[src/rtl/fdc_seq_pkg.sv]
package fdc_seq_pkg;

  typedef enum logic [2:0] {
    PH_CMD, PH_PARAM, PH_EXEC, PH_DATA, PH_RES
  } phase_t;

  typedef enum logic [1:0] {
    K_READ, K_VERIFY, K_READID, K_INVALID
  } cmdKind_t;

  localparam logic [7:0] OP_READ   = 8'hE6;
  localparam logic [7:0] OP_VERIFY = 8'h16;
  localparam logic [7:0] OP_READID = 8'h0A;

  localparam logic [7:0] MSR_RQM  = 8'h80;
  localparam logic [7:0] MSR_DIO  = 8'h40;
  localparam logic [7:0] MSR_NDMA = 8'h20;
  localparam logic [7:0] MSR_BUSY = 8'h10;

  // control to datapath strobes
  typedef struct packed {
    logic       storeParam;
    logic [2:0] paramSlot;
    logic       startExec;
    logic       abnormal;
    logic       loadData;
    logic       stepData;
    logic       showData;
    logic [2:0] resSlot;
  } dpStrobe_t;

  function automatic cmdKind_t decodeOp(input logic [7:0] op);
    case (op)
      OP_READ:   return K_READ;
      OP_VERIFY: return K_VERIFY;
      OP_READID: return K_READID;
      default:   return K_INVALID;
    endcase
  endfunction

  function automatic logic [3:0] paramCount(input cmdKind_t k);
    case (k)
      K_READ, K_VERIFY: return 4'd8;
      K_READID:         return 4'd1;
      default:          return 4'd0;
    endcase
  endfunction

  function automatic logic [2:0] resultCount(input cmdKind_t k);
    return (k == K_INVALID) ? 3'd1 : 3'd7;
  endfunction

endpackage

[src/rtl/fdc_seq_ctrl.sv]
module fdc_seq_ctrl
  import fdc_seq_pkg::*;
#(
  parameter int EXEC_DELAY = 4
) (
  input  logic      clk,
  input  logic      rstN,
  input  logic      dataWrEn,
  input  logic [7:0] dataWrByte,
  input  logic      dataRdEn,
  input  logic      dmaEnable,
  input  logic      mediaPresent,
  input  logic      dataLast,
  output dpStrobe_t strb,
  output cmdKind_t  kind,
  output logic [7:0] msr,
  output logic      irq
);

  localparam int CW = $clog2(EXEC_DELAY + 1);

  phase_t        phase;
  logic [3:0]    paramIdx;
  logic [3:0]    paramTotal;
  logic [2:0]    resIdx;
  logic [2:0]    resTotal;
  logic [CW-1:0] execCnt;
  logic          useDma;
  logic          hasMedia;
  logic          irqQ;

  logic wrOk, rdOk, execDone, goData;
  cmdKind_t newKind;

  assign wrOk     = dataWrEn && (phase == PH_CMD || phase == PH_PARAM);
  assign rdOk     = dataRdEn && (phase == PH_DATA || phase == PH_RES);
  assign execDone = (phase == PH_EXEC) && (execCnt == '0);
  assign goData   = (kind == K_READ) && hasMedia && !useDma;
  assign newKind  = decodeOp(dataWrByte);

  always_comb begin
    strb            = '0;
    strb.storeParam = wrOk && (phase == PH_PARAM);
    strb.paramSlot  = paramIdx[2:0];
    strb.startExec  = strb.storeParam && (paramIdx == paramTotal - 4'd1);
    strb.abnormal   = !mediaPresent;
    strb.loadData   = execDone && goData;
    strb.stepData   = rdOk && (phase == PH_DATA);
    strb.showData   = (phase == PH_DATA);
    strb.resSlot    = resIdx;
  end

  always_ff @(posedge clk) begin
    if (!rstN) begin
      phase      <= PH_CMD;
      kind       <= K_INVALID;
      paramIdx   <= '0;
      paramTotal <= '0;
      resIdx     <= '0;
      resTotal   <= '0;
      execCnt    <= '0;
      useDma     <= 1'b0;
      hasMedia   <= 1'b0;
      irqQ       <= 1'b0;
    end else begin
      case (phase)
        PH_CMD: if (wrOk) begin
          kind       <= newKind;
          paramIdx   <= '0;
          paramTotal <= paramCount(newKind);
          resIdx     <= '0;
          resTotal   <= resultCount(newKind);
          phase      <= (newKind == K_INVALID) ? PH_RES : PH_PARAM;
        end
        PH_PARAM: if (wrOk) begin
          paramIdx <= paramIdx + 4'd1;
          if (strb.startExec) begin
            phase    <= PH_EXEC;
            execCnt  <= CW'(EXEC_DELAY - 1);
            useDma   <= dmaEnable;
            hasMedia <= mediaPresent;
          end
        end
        PH_EXEC: begin
          if (execDone) begin
            if (goData) phase <= PH_DATA;
            else begin
              phase <= PH_RES;
              irqQ  <= 1'b1;
            end
          end else begin
            execCnt <= execCnt - CW'(1);
          end
        end
        PH_DATA: if (rdOk && dataLast) begin
          phase <= PH_RES;
          irqQ  <= 1'b1;
        end
        PH_RES: if (rdOk) begin
          if (resIdx == resTotal - 3'd1) begin
            phase <= PH_CMD;
            irqQ  <= 1'b0;
          end else begin
            resIdx <= resIdx + 3'd1;
          end
        end
        default: phase <= PH_CMD;
      endcase
    end
  end

  always_comb begin
    case (phase)
      PH_CMD:   msr = MSR_RQM;
      PH_PARAM: msr = MSR_RQM | MSR_BUSY;
      PH_EXEC:  msr = MSR_BUSY;
      PH_DATA:  msr = MSR_RQM | MSR_DIO | MSR_NDMA | MSR_BUSY;
      PH_RES:   msr = MSR_RQM | MSR_DIO | MSR_BUSY;
      default:  msr = MSR_RQM;
    endcase
  end

  assign irq = irqQ;

endmodule

[src/rtl/fdc_seq_dp.sv]
module fdc_seq_dp
  import fdc_seq_pkg::*;
#(
  parameter int SECTOR_BYTES = 512
) (
  input  logic       clk,
  input  logic       rstN,
  input  logic [7:0] dataWrByte,
  input  dpStrobe_t  strb,
  input  cmdKind_t   kind,
  output logic       dataLast,
  output logic [7:0] rdByte
);

  localparam int BW = $clog2(SECTOR_BYTES);
  localparam int NPARAM = 8;
  // parameter slot meaning
  localparam int S_SEL = 0, S_CYL = 1, S_HEAD = 2, S_SEC = 3, S_SIZE = 4, S_EOT = 5;

  logic [7:0]    prm [NPARAM];
  logic [7:0]    track;
  logic          abn;
  logic [7:0]    sectorNum;
  logic [BW-1:0] byteIdx;
  logic          lastByte;
  logic [7:0]    st0;
  logic [7:0]    resByte;

  genvar g;
  generate
    for (g = 0; g < NPARAM; g++) begin : gSlot
      always_ff @(posedge clk) begin
        if (!rstN) prm[g] <= '0;
        else if (strb.storeParam && strb.paramSlot == 3'(g)) prm[g] <= dataWrByte;
      end
    end
  endgenerate

  always_ff @(posedge clk) begin
    if (!rstN) begin
      track <= '0;
      abn   <= 1'b0;
    end else if (strb.startExec) begin
      abn <= strb.abnormal;
      if (kind == K_READ || kind == K_VERIFY) track <= prm[S_CYL];
    end
  end

  assign lastByte = (byteIdx == BW'(SECTOR_BYTES - 1));
  assign dataLast = lastByte && (sectorNum >= prm[S_EOT]);

  always_ff @(posedge clk) begin
    if (!rstN) begin
      sectorNum <= '0;
      byteIdx   <= '0;
    end else if (strb.loadData) begin
      sectorNum <= prm[S_SEC];
      byteIdx   <= '0;
    end else if (strb.stepData) begin
      if (lastByte) begin
        byteIdx   <= '0;
        sectorNum <= sectorNum + 8'd1;
      end else begin
        byteIdx <= byteIdx + BW'(1);
      end
    end
  end

  assign st0 = {1'b0, abn, 3'b000, prm[S_SEL][2], prm[S_SEL][1:0]};

  always_comb begin
    resByte = 8'h00;
    if (kind == K_INVALID) begin
      resByte = 8'h80;
    end else begin
      case (strb.resSlot)
        3'd0: resByte = st0;
        3'd3: resByte = (kind == K_READID) ? track : prm[S_CYL];
        3'd4: resByte = (kind == K_READID) ? {7'd0, prm[S_SEL][2]} : prm[S_HEAD];
        3'd5: resByte = (kind == K_READID) ? 8'h01 : prm[S_EOT];
        3'd6: resByte = (kind == K_READID) ? 8'h02 : prm[S_SIZE];
        default: resByte = 8'h00;
      endcase
    end
  end

  assign rdByte = strb.showData ? (8'(byteIdx) ^ sectorNum) : resByte;

endmodule

[src/rtl/fdc_phase_seq.sv]
module fdc_phase_seq
  import fdc_seq_pkg::*;
#(
  parameter int SECTOR_BYTES = 512,
  parameter int EXEC_DELAY   = 4
) (
  input  logic       clk,
  input  logic       rstN,
  input  logic       dataWrEn,
  input  logic [7:0] dataWrByte,
  input  logic       dataRdEn,
  output logic [7:0] dataRdByte,
  output logic [7:0] msr,
  input  logic       dmaEnable,
  input  logic       mediaPresent,
  output logic       irq
);

  dpStrobe_t strb;
  cmdKind_t  kind;
  logic      dataLast;

  fdc_seq_ctrl #(.EXEC_DELAY(EXEC_DELAY)) uCtrl (
    .clk(clk), .rstN(rstN), .dataWrEn(dataWrEn), .dataWrByte(dataWrByte),
    .dataRdEn(dataRdEn), .dmaEnable(dmaEnable), .mediaPresent(mediaPresent),
    .dataLast(dataLast), .strb(strb), .kind(kind), .msr(msr), .irq(irq)
  );

  fdc_seq_dp #(.SECTOR_BYTES(SECTOR_BYTES)) uDp (
    .clk(clk), .rstN(rstN), .dataWrByte(dataWrByte), .strb(strb),
    .kind(kind), .dataLast(dataLast), .rdByte(dataRdByte)
  );

endmodule

[config.mk]
export PLATFORM = sky130hd
export DESIGN_NAME = fdc_phase_seq
export DESIGN_NICKNAME = d
export VERILOG_FILES = /design/src/rtl/fdc_seq_pkg.sv /design/src/rtl/fdc_seq_ctrl.sv /design/src/rtl/fdc_seq_dp.sv /design/src/rtl/fdc_phase_seq.sv
export SDC_FILE = /design/constraint.sdc
export NUM_CORES = 1
export LEC_CHECK = 0
export ABC_AREA = 1
export BUFFER_PORTS_ARGS = -buffer_cell sky130_fd_sc_hd__buf_2
export CAP_MARGIN = 5
export CORE_ASPECT_RATIO = 1.25
export CORE_UTILIZATION = 30
export DETAILED_ROUTE_END_ITERATION = 10
export PLACE_DENSITY = 0.43
export REMOVE_ABC_BUFFERS = 1
export SYNTH_ARGS = -nofsm -noshare
export SYNTH_HDL_FRONTEND = slang
export SYNTH_SLANG_ARGS = --single-unit
[constraint.sdc]
create_clock -name clk -period 2.2 [get_ports clk]
set_input_delay 0.44 -clock clk [delete_from_list [all_inputs] [get_ports clk]]
set_output_delay 0.44 -clock clk [all_outputs]
set_load 0.03 [all_outputs]
* Word level (Yosys, flattened, before mapping)
Memories as Yosys holds them, arrays and structs flattened.
Cells that the tools add are included.
** Storage, ports and cells
- Input bits :: 14
- Memories kept :: 1
- Word-level logic and storage cells :: 192
- Memory bits (writable) :: 64
- Register bits after elaboration :: 51
- Output and inout bits :: 17
** Memory list
- uDp.prm :: depth 8, width 8, rd ports 6, clocked after Yosys merged registers in 0, write ports 8, line fdc_seq_dp.sv:20 : logic [7:0] prm [NPARAM];
** Operators by class
- Order comparisons :: 1
- Add/sub/neg operators :: 7
- Eq/ne operators :: 37
- Reductions and logical operators :: 47
- Bitwise gates (word level) :: 10
- Multiplexer cells :: 75
** Operators with widths (number)
- 8-bit 2-to-1 mux :: 17
- 3-bit 2-to-1 mux :: 16
- 8-bit one-hot mux with 5 select lines :: 1
- 8-bit one-hot mux with 4 select lines :: 1
- 1-bit 2-to-1 mux :: 30
- 3-bit equality test, second input constant :: 8
- 1-bit logical AND :: 19
- 4-bit one-hot mux with 2 select lines :: 2
- 3-bit by 2-bit equality test with 1-bit output, second input constant :: 5
- 3-bit one-hot mux with 5 select lines :: 1
- 3-bit logical NOT :: 4
- 2-bit != test, second input constant :: 6
- 3-bit one-hot mux with 2 select lines :: 2
- 2-bit nonzero test :: 5
- 9-bit by 1-bit adder with 9-bit output, second input constant :: 1
- 9-bit equality test, second input constant :: 1
- 9-bit 2-to-1 mux :: 1
- 8-bit by 1-bit adder with 8-bit output, second input constant :: 1
- 2-bit equality test, second input constant :: 4
- 8-bit by 4-bit equality test with 1-bit output, second input constant :: 1
- 8-bit by 5-bit equality test with 1-bit output, second input constant :: 1
- 8-bit equality test, second input constant :: 1
- 8-bit greater-or-equal comparator :: 1
- 4-bit 2-to-1 mux :: 2
- 24 further kinds :: 46

* Logic depth before layout (Yosys ltp)
- Word-level depth :: 9
- Mapped depth :: 15
- Mapped depth without buffers :: 15

* Hierarchy
From an unflattened synthesis, not the netlist that was laid out.
** Unflattened totals
- Cells, all modules :: 676
- Area, all modules :: 5083.6 sq um
** Modules (own cells, without submodules)
- fdc_seq_dp :: times used 1, seq. area each 1811.7 sq um, area an instance 3696.0 sq um, cells each 473
- fdc_seq_ctrl :: times used 1, seq. area each 440.4 sq um, area an instance 1387.6 sq um, cells each 203

* Worst setup path before layout
Ideal clock, no wire load.
- Path kind :: flip-flop to output port
- Start point :: register uCtrl.resIdx[1]
- End point :: output port dataRdByte[0]
- Stages on the path, launching flop included :: 7
- Path buffers :: 0
- Data required time :: 1.760 ns
- Data arrival time :: 1.685 ns
- Slack :: 0.075 ns
- Cells stage by stage :: dfxtp_1 > ha_1 > ha_1 > inv_1 > a41oi_1 > nand2_1 > o21ai_0
** On the way
- Cells in the longest elaborated chain, start to end :: 4
- Elaborated cells between the ends (all ways) :: 8
- Those cells by class :: 4 x eq/ne; 3 x mux; 1 x reduce/logical
** Ends and longest elaborated chain
- start: declaration :: line fdc_seq_ctrl.sv:25 : logic [2:0] resIdx;
- start signal: assignment :: line fdc_seq_ctrl.sv:104 : resIdx <= resIdx + 3'd1;
- 3-bit equality test (tied with other cells) :: line fdc_seq_dp.sv:76 : case (strb.resSlot)
- 8-bit one-hot mux with 5 select lines (*) :: line fdc_seq_dp.sv:76
- 8-bit 2-to-1 mux (*) :: line fdc_seq_dp.sv:73 : if (kind == K_INVALID) begin
- 8-bit 2-to-1 mux (*) :: line fdc_seq_dp.sv:87 : assign rdByte = strb.showData ? (8'(byteIdx) ^ sectorNum) : resByte;
- end: declaration :: line fdc_phase_seq.sv:12 : output logic [7:0] dataRdByte,
Mark *: on every way between the ends. The rest lies on a longest branch, timed or not.

* Final worst setup path
- Start point :: register uCtrl.resIdx[1]
- End point :: output port dataRdByte[1]
The elaborated chain is that of the path after synthesis.

==> key figures <==
Synth
  • Syn avg cell area: between 8 and 9 um2
  • Mapped cell area: between 4000 and 5000 um2
  • Area share of fa/ha/maj cells after synthesis: 0.0601
  • Post-synth EDFFs: between 40 and 50
  • Asr flop ratio synth: 0
  • Synth Register Bits: slightly above 90
  • Post-synth top flop: dfxtp_1
  • Mapped Cells: 622
  • Synth area leaders: edfxtp_1 (26%), dfxtp_1 (19%), nand2_1 (9.8%)
  • Largest family of logic cells by synthesized area: simple AND/OR/NAND/NOR gates
  • Seq/Total Area, Yosys: 0.451
  • YS warnings: 0
  • Top-area cell type share of the netlist area: 0.258
  • Area leader, netlist: edfxtp_1
  • Mux share of post-synthesis cell area: 0
  • Netlist cell types: 46
  • XOR/XNOR Fraction of Synth Area: 0.0175
  • Compound-Gate Fraction of Synth Area: 0.135
  • Simple-gate share of the synthesized area: 0.254

Clocking
  • Worst-skew pair later-pin latency: around 350 ps
  • Clock-pin slew on the worst setup and hold paths: 70 ps
  • CTS max path bufs: 2
  • Total CTS buffers: 9
  • TritonCTS clock tree: built
  • Hold Buf Count CTS: 0
  • H-tree depth: 3
  • Sink count of the clock tree: 91
  • CTS Root Buffer Type: clkbuf_16

Setup path
  • FF-to-FF End: uDp.byteIdx[3]
  • Cells along the critical path: ha_4 -> ha_4 -> buf_6 -> nand2_2 -> a21oi_2 -> a221oi_2 -> o21ai_1 -> nand2_1 -> nand2_1 -> buf_6
  • Reg2reg start: uDp.byteIdx[1]
  • FF-to-FF path depth: 13
  • Critical-path top delay cell: dfxtp_4
  • Buf/Inv on CP: 2
  • Worst Setup End Kind: output pin
  • CP top delay family: flip-flops
  • Crit path DAT: roughly 1900 ps
  • Worst Setup Start Kind: flop
  • CP Data Required Time: around 1800 ps
  • Setup CP Type: reg2out
  • Max incr delay on CP: about 370 ps
  • R2R Setup Slk: between 200 and 300 ps
  • Critical Path Fanout Max: 4

Pwr
  • Switch share: 0.362
  • Sequential share of power: 0.398
  • Peak supply drop: 0.000376 V
  • Part of the power in the clock network: 0.290
  • P_sw: approximately 1.8 mW
  • Combinational share of power: 0.312
  • Leakage: ~2.6 nW
  • P_int: about 3.2 mW
  • Ratio of total power to cell area: approximately 830 nW/um2

Global routing
  • Largest net degree at the start of global routing: 28
  • Vias in the first global route: just over 4000
  • Antenna violations before repair: 0
  • Gr ovfl total: 0
  • GRT Util Overall: 0.172
  • First-pass GRT wire length: 22.8 mm

Floorplan
  • CORE AREA: approximately 16000 um2
  • Row Count: 52
  • DIE AREA: ~17000 um2
  • Initial core utilization: 0.307
  • Ports: 31
  • Height of the chip: ~150 um
  • Die X: around 120 um

Routing
  • Routed len/inst: 15.9 um
  • Drt first pass iters: 5
  • Drt drc: 0
  • Antenna viol nets, final: 0
  • Routed WL: between 10 and 15 mm
  • Initial drt markers: around 260
  • Vias per cell: approximately 4.8
  • Vias: between 4000 and 5000

Timing
  • Period utilization: 1.05
  • Post-route minimum period: about 2300 ps
  • Worst Max-Slew Pin Slew: around 510 ps
  • Slew Viols, Final: 0
  • Worst setup margin: -118 ps
  • Slew Limit Headroom: 0.658
  • Hold WS: roughly 360 ps
  • Max Fclk: about 0.43 GHz
  • Fin Clk Skew: between 10 and 15 ps
  • RSZ-0062 raised after global routing: yes
  • # setup viols final: 8
  • Final Hold Violating Endpoints: 0

Hold path
  • WHS Path Cells: 3
  • Hold endpoint: uCtrl.useDma
  • HP Start: dmaEnable
  • Worst min path class: in2reg

Place
  • DP Wirelength: around 11 mm
  • Port Buffers: 26
  • RePlAce Congestion: between 0.8 and 0.9
  • Pre-CTS WS: -32.3 ps

Layout
  • Final core occ: 0.373
  • Area of the multi-input gates: between 2000 and 3000 um2
  • Reg area: 2260 um2
  • # diodes: 0
  • Area Overhead vs Synth: 21.5%
  • Final nets: 714
  • Filler cell count: 1703
  • Layout cell share with drive strength beyond 1: 0.203

Flow run
  • Max-cap violation count: 0

Run status
  • Failing checks: setup timing
  • Status: complete, but fails checks
## cells in the mapped netlist (4+ instances only)
cell type / count
nand4_1: 11
xor2_1: 7
ha_1: 24
a32o_1: 4
nand2_1: 130
o22ai_1: 7
o211ai_1: 8
o21ai_1: 13
inv_2: 10
a31oi_1: 4
a21oi_1: 35
buf_4: 5
dfxtp_1: 48
o21ai_0: 30
inv_1: 72
nor3_1: 7
edfxtp_1: 43
nand3_1: 26
nor2_1: 87
clkbuf_1: 6
## power groups by stage
| stage | sequential, mW | clock (mW) | combinational, mW |
|---|---|---|---|
| final | 2.00 | 1.46 | 1.57 |
| after global placement | 2.02 | 0 | 1.39 |
| after global routing | 2.02 | 1.56 | 1.74 |
| after floorplan | 2.01 | 0 | 0.939 |
| after CTS | 2.00 | 1.49 | 1.53 |
| after detailed placement | 2.02 | 0 | 1.39 |
## layer usage
metal  track usage  wire (um)  vias to the layer above
li1              -          -                     2182
met2         0.301       7060                       78
met3        0.0211        348                       19
met1         0.220       6640                     1985
met4        0.0577        255                        0
met5             0          0                        -
## timing repair
item / in CTS / in global routing
resized for setup: 65 / 19
endpoints found under the setup margin: 8 / 20
cloned: 1 / 0
setup buffers: 1 / 3
pin swaps: 14 / 17
## worst max-delay path by stage
stage	from	end	slack [ps]	cells after the start
floorplan	uCtrl.resIdx[1]	dataRdByte[0]	70	6
global placement	uCtrl.resIdx[1]	dataRdByte[4]	-40	8
detailed placement	uCtrl.resIdx[0]	dataRdByte[7]	-30	11
CTS	uCtrl.resIdx[0]	dataRdByte[7]	-100	11
global route	uCtrl.resIdx[0]	dataRdByte[1]	-180	10
finish	uCtrl.resIdx[1]	dataRdByte[1]	-120	10
## state kept, by name, indices dropped and copies added (netlist names)
signal            flops
uDp.prm              43
uCtrl.kind            2
uDp.abn               1
uCtrl.paramIdx        4
uCtrl.useDma          1
uDp.sectorNum         8
uDp.track             8
uCtrl.hasMedia        1
uCtrl.paramTotal      2
uCtrl.resTotal        2
uCtrl.irq             1
uDp.byteIdx           9
uCtrl.resIdx          3
uCtrl.phase           3
uCtrl.execCnt         3
## cell type report
type	instances	share of cell area
Sequential cell	91	0.373
Timing Repair inverter	1	0.000824
Inverter	85	0.0569
Multi-Input combinational cell	433	0.413
Clock buffer	11	0.0383
Tap cell	216	0.0445
Clock inverter	5	0.00577
Timing Repair Buffer	55	0.0674
## placed cells by master, fill, tap and decap left out, types with 8 or more instances in the layout
cell type,Yosys,final
nor2_1,87,86
dfxtp_1,48,43
buf_6,1,11
nand3_1,26,25
clkbuf_16,0,9
o21ai_1,13,20
nand4_1,11,11
a21oi_1,35,34
inv_1,72,66
inv_2,10,11
nand2_1,130,124
buf_4,5,26
buf_2,2,18
o21ai_0,30,21
ha_1,24,19
o211ai_1,8,8
edfxtp_1,43,43
## cells by family after synthesis
logic type	Yosys count
compound gates	115
xor+xnor	10
fa+ha+maj	24
buf+inv	101
flops	91
other cells	1
simple gates	280
## metrics by stage
stage	instance area, um2	std cells	power [mW]	TNS (ps)
floorplan	4920	609	2.95	0
global placement	5510	876	3.41	-79.0
detailed placement	5510	876	3.41	-85.0
CTS	5980	894	5.02	-615
global route	6070	897	5.32	-1260
finish	6070	897	5.03	-661
## worst register-to-register path, cell delays in order, from the launching register on
cell,delay [ps]
dfxtp_2,340
ha_1,200
nand2_1,120
nor3_2,60
nand2_1,60
nor2_1,40
ha_1,200
nand2_1,160
clkinv_1,130
nor2_4,190
nand2_4,110
inv_2,100
o21ai_1,60
a21oi_1,120
Note: power is estimated with default switching activity, not from simulation.
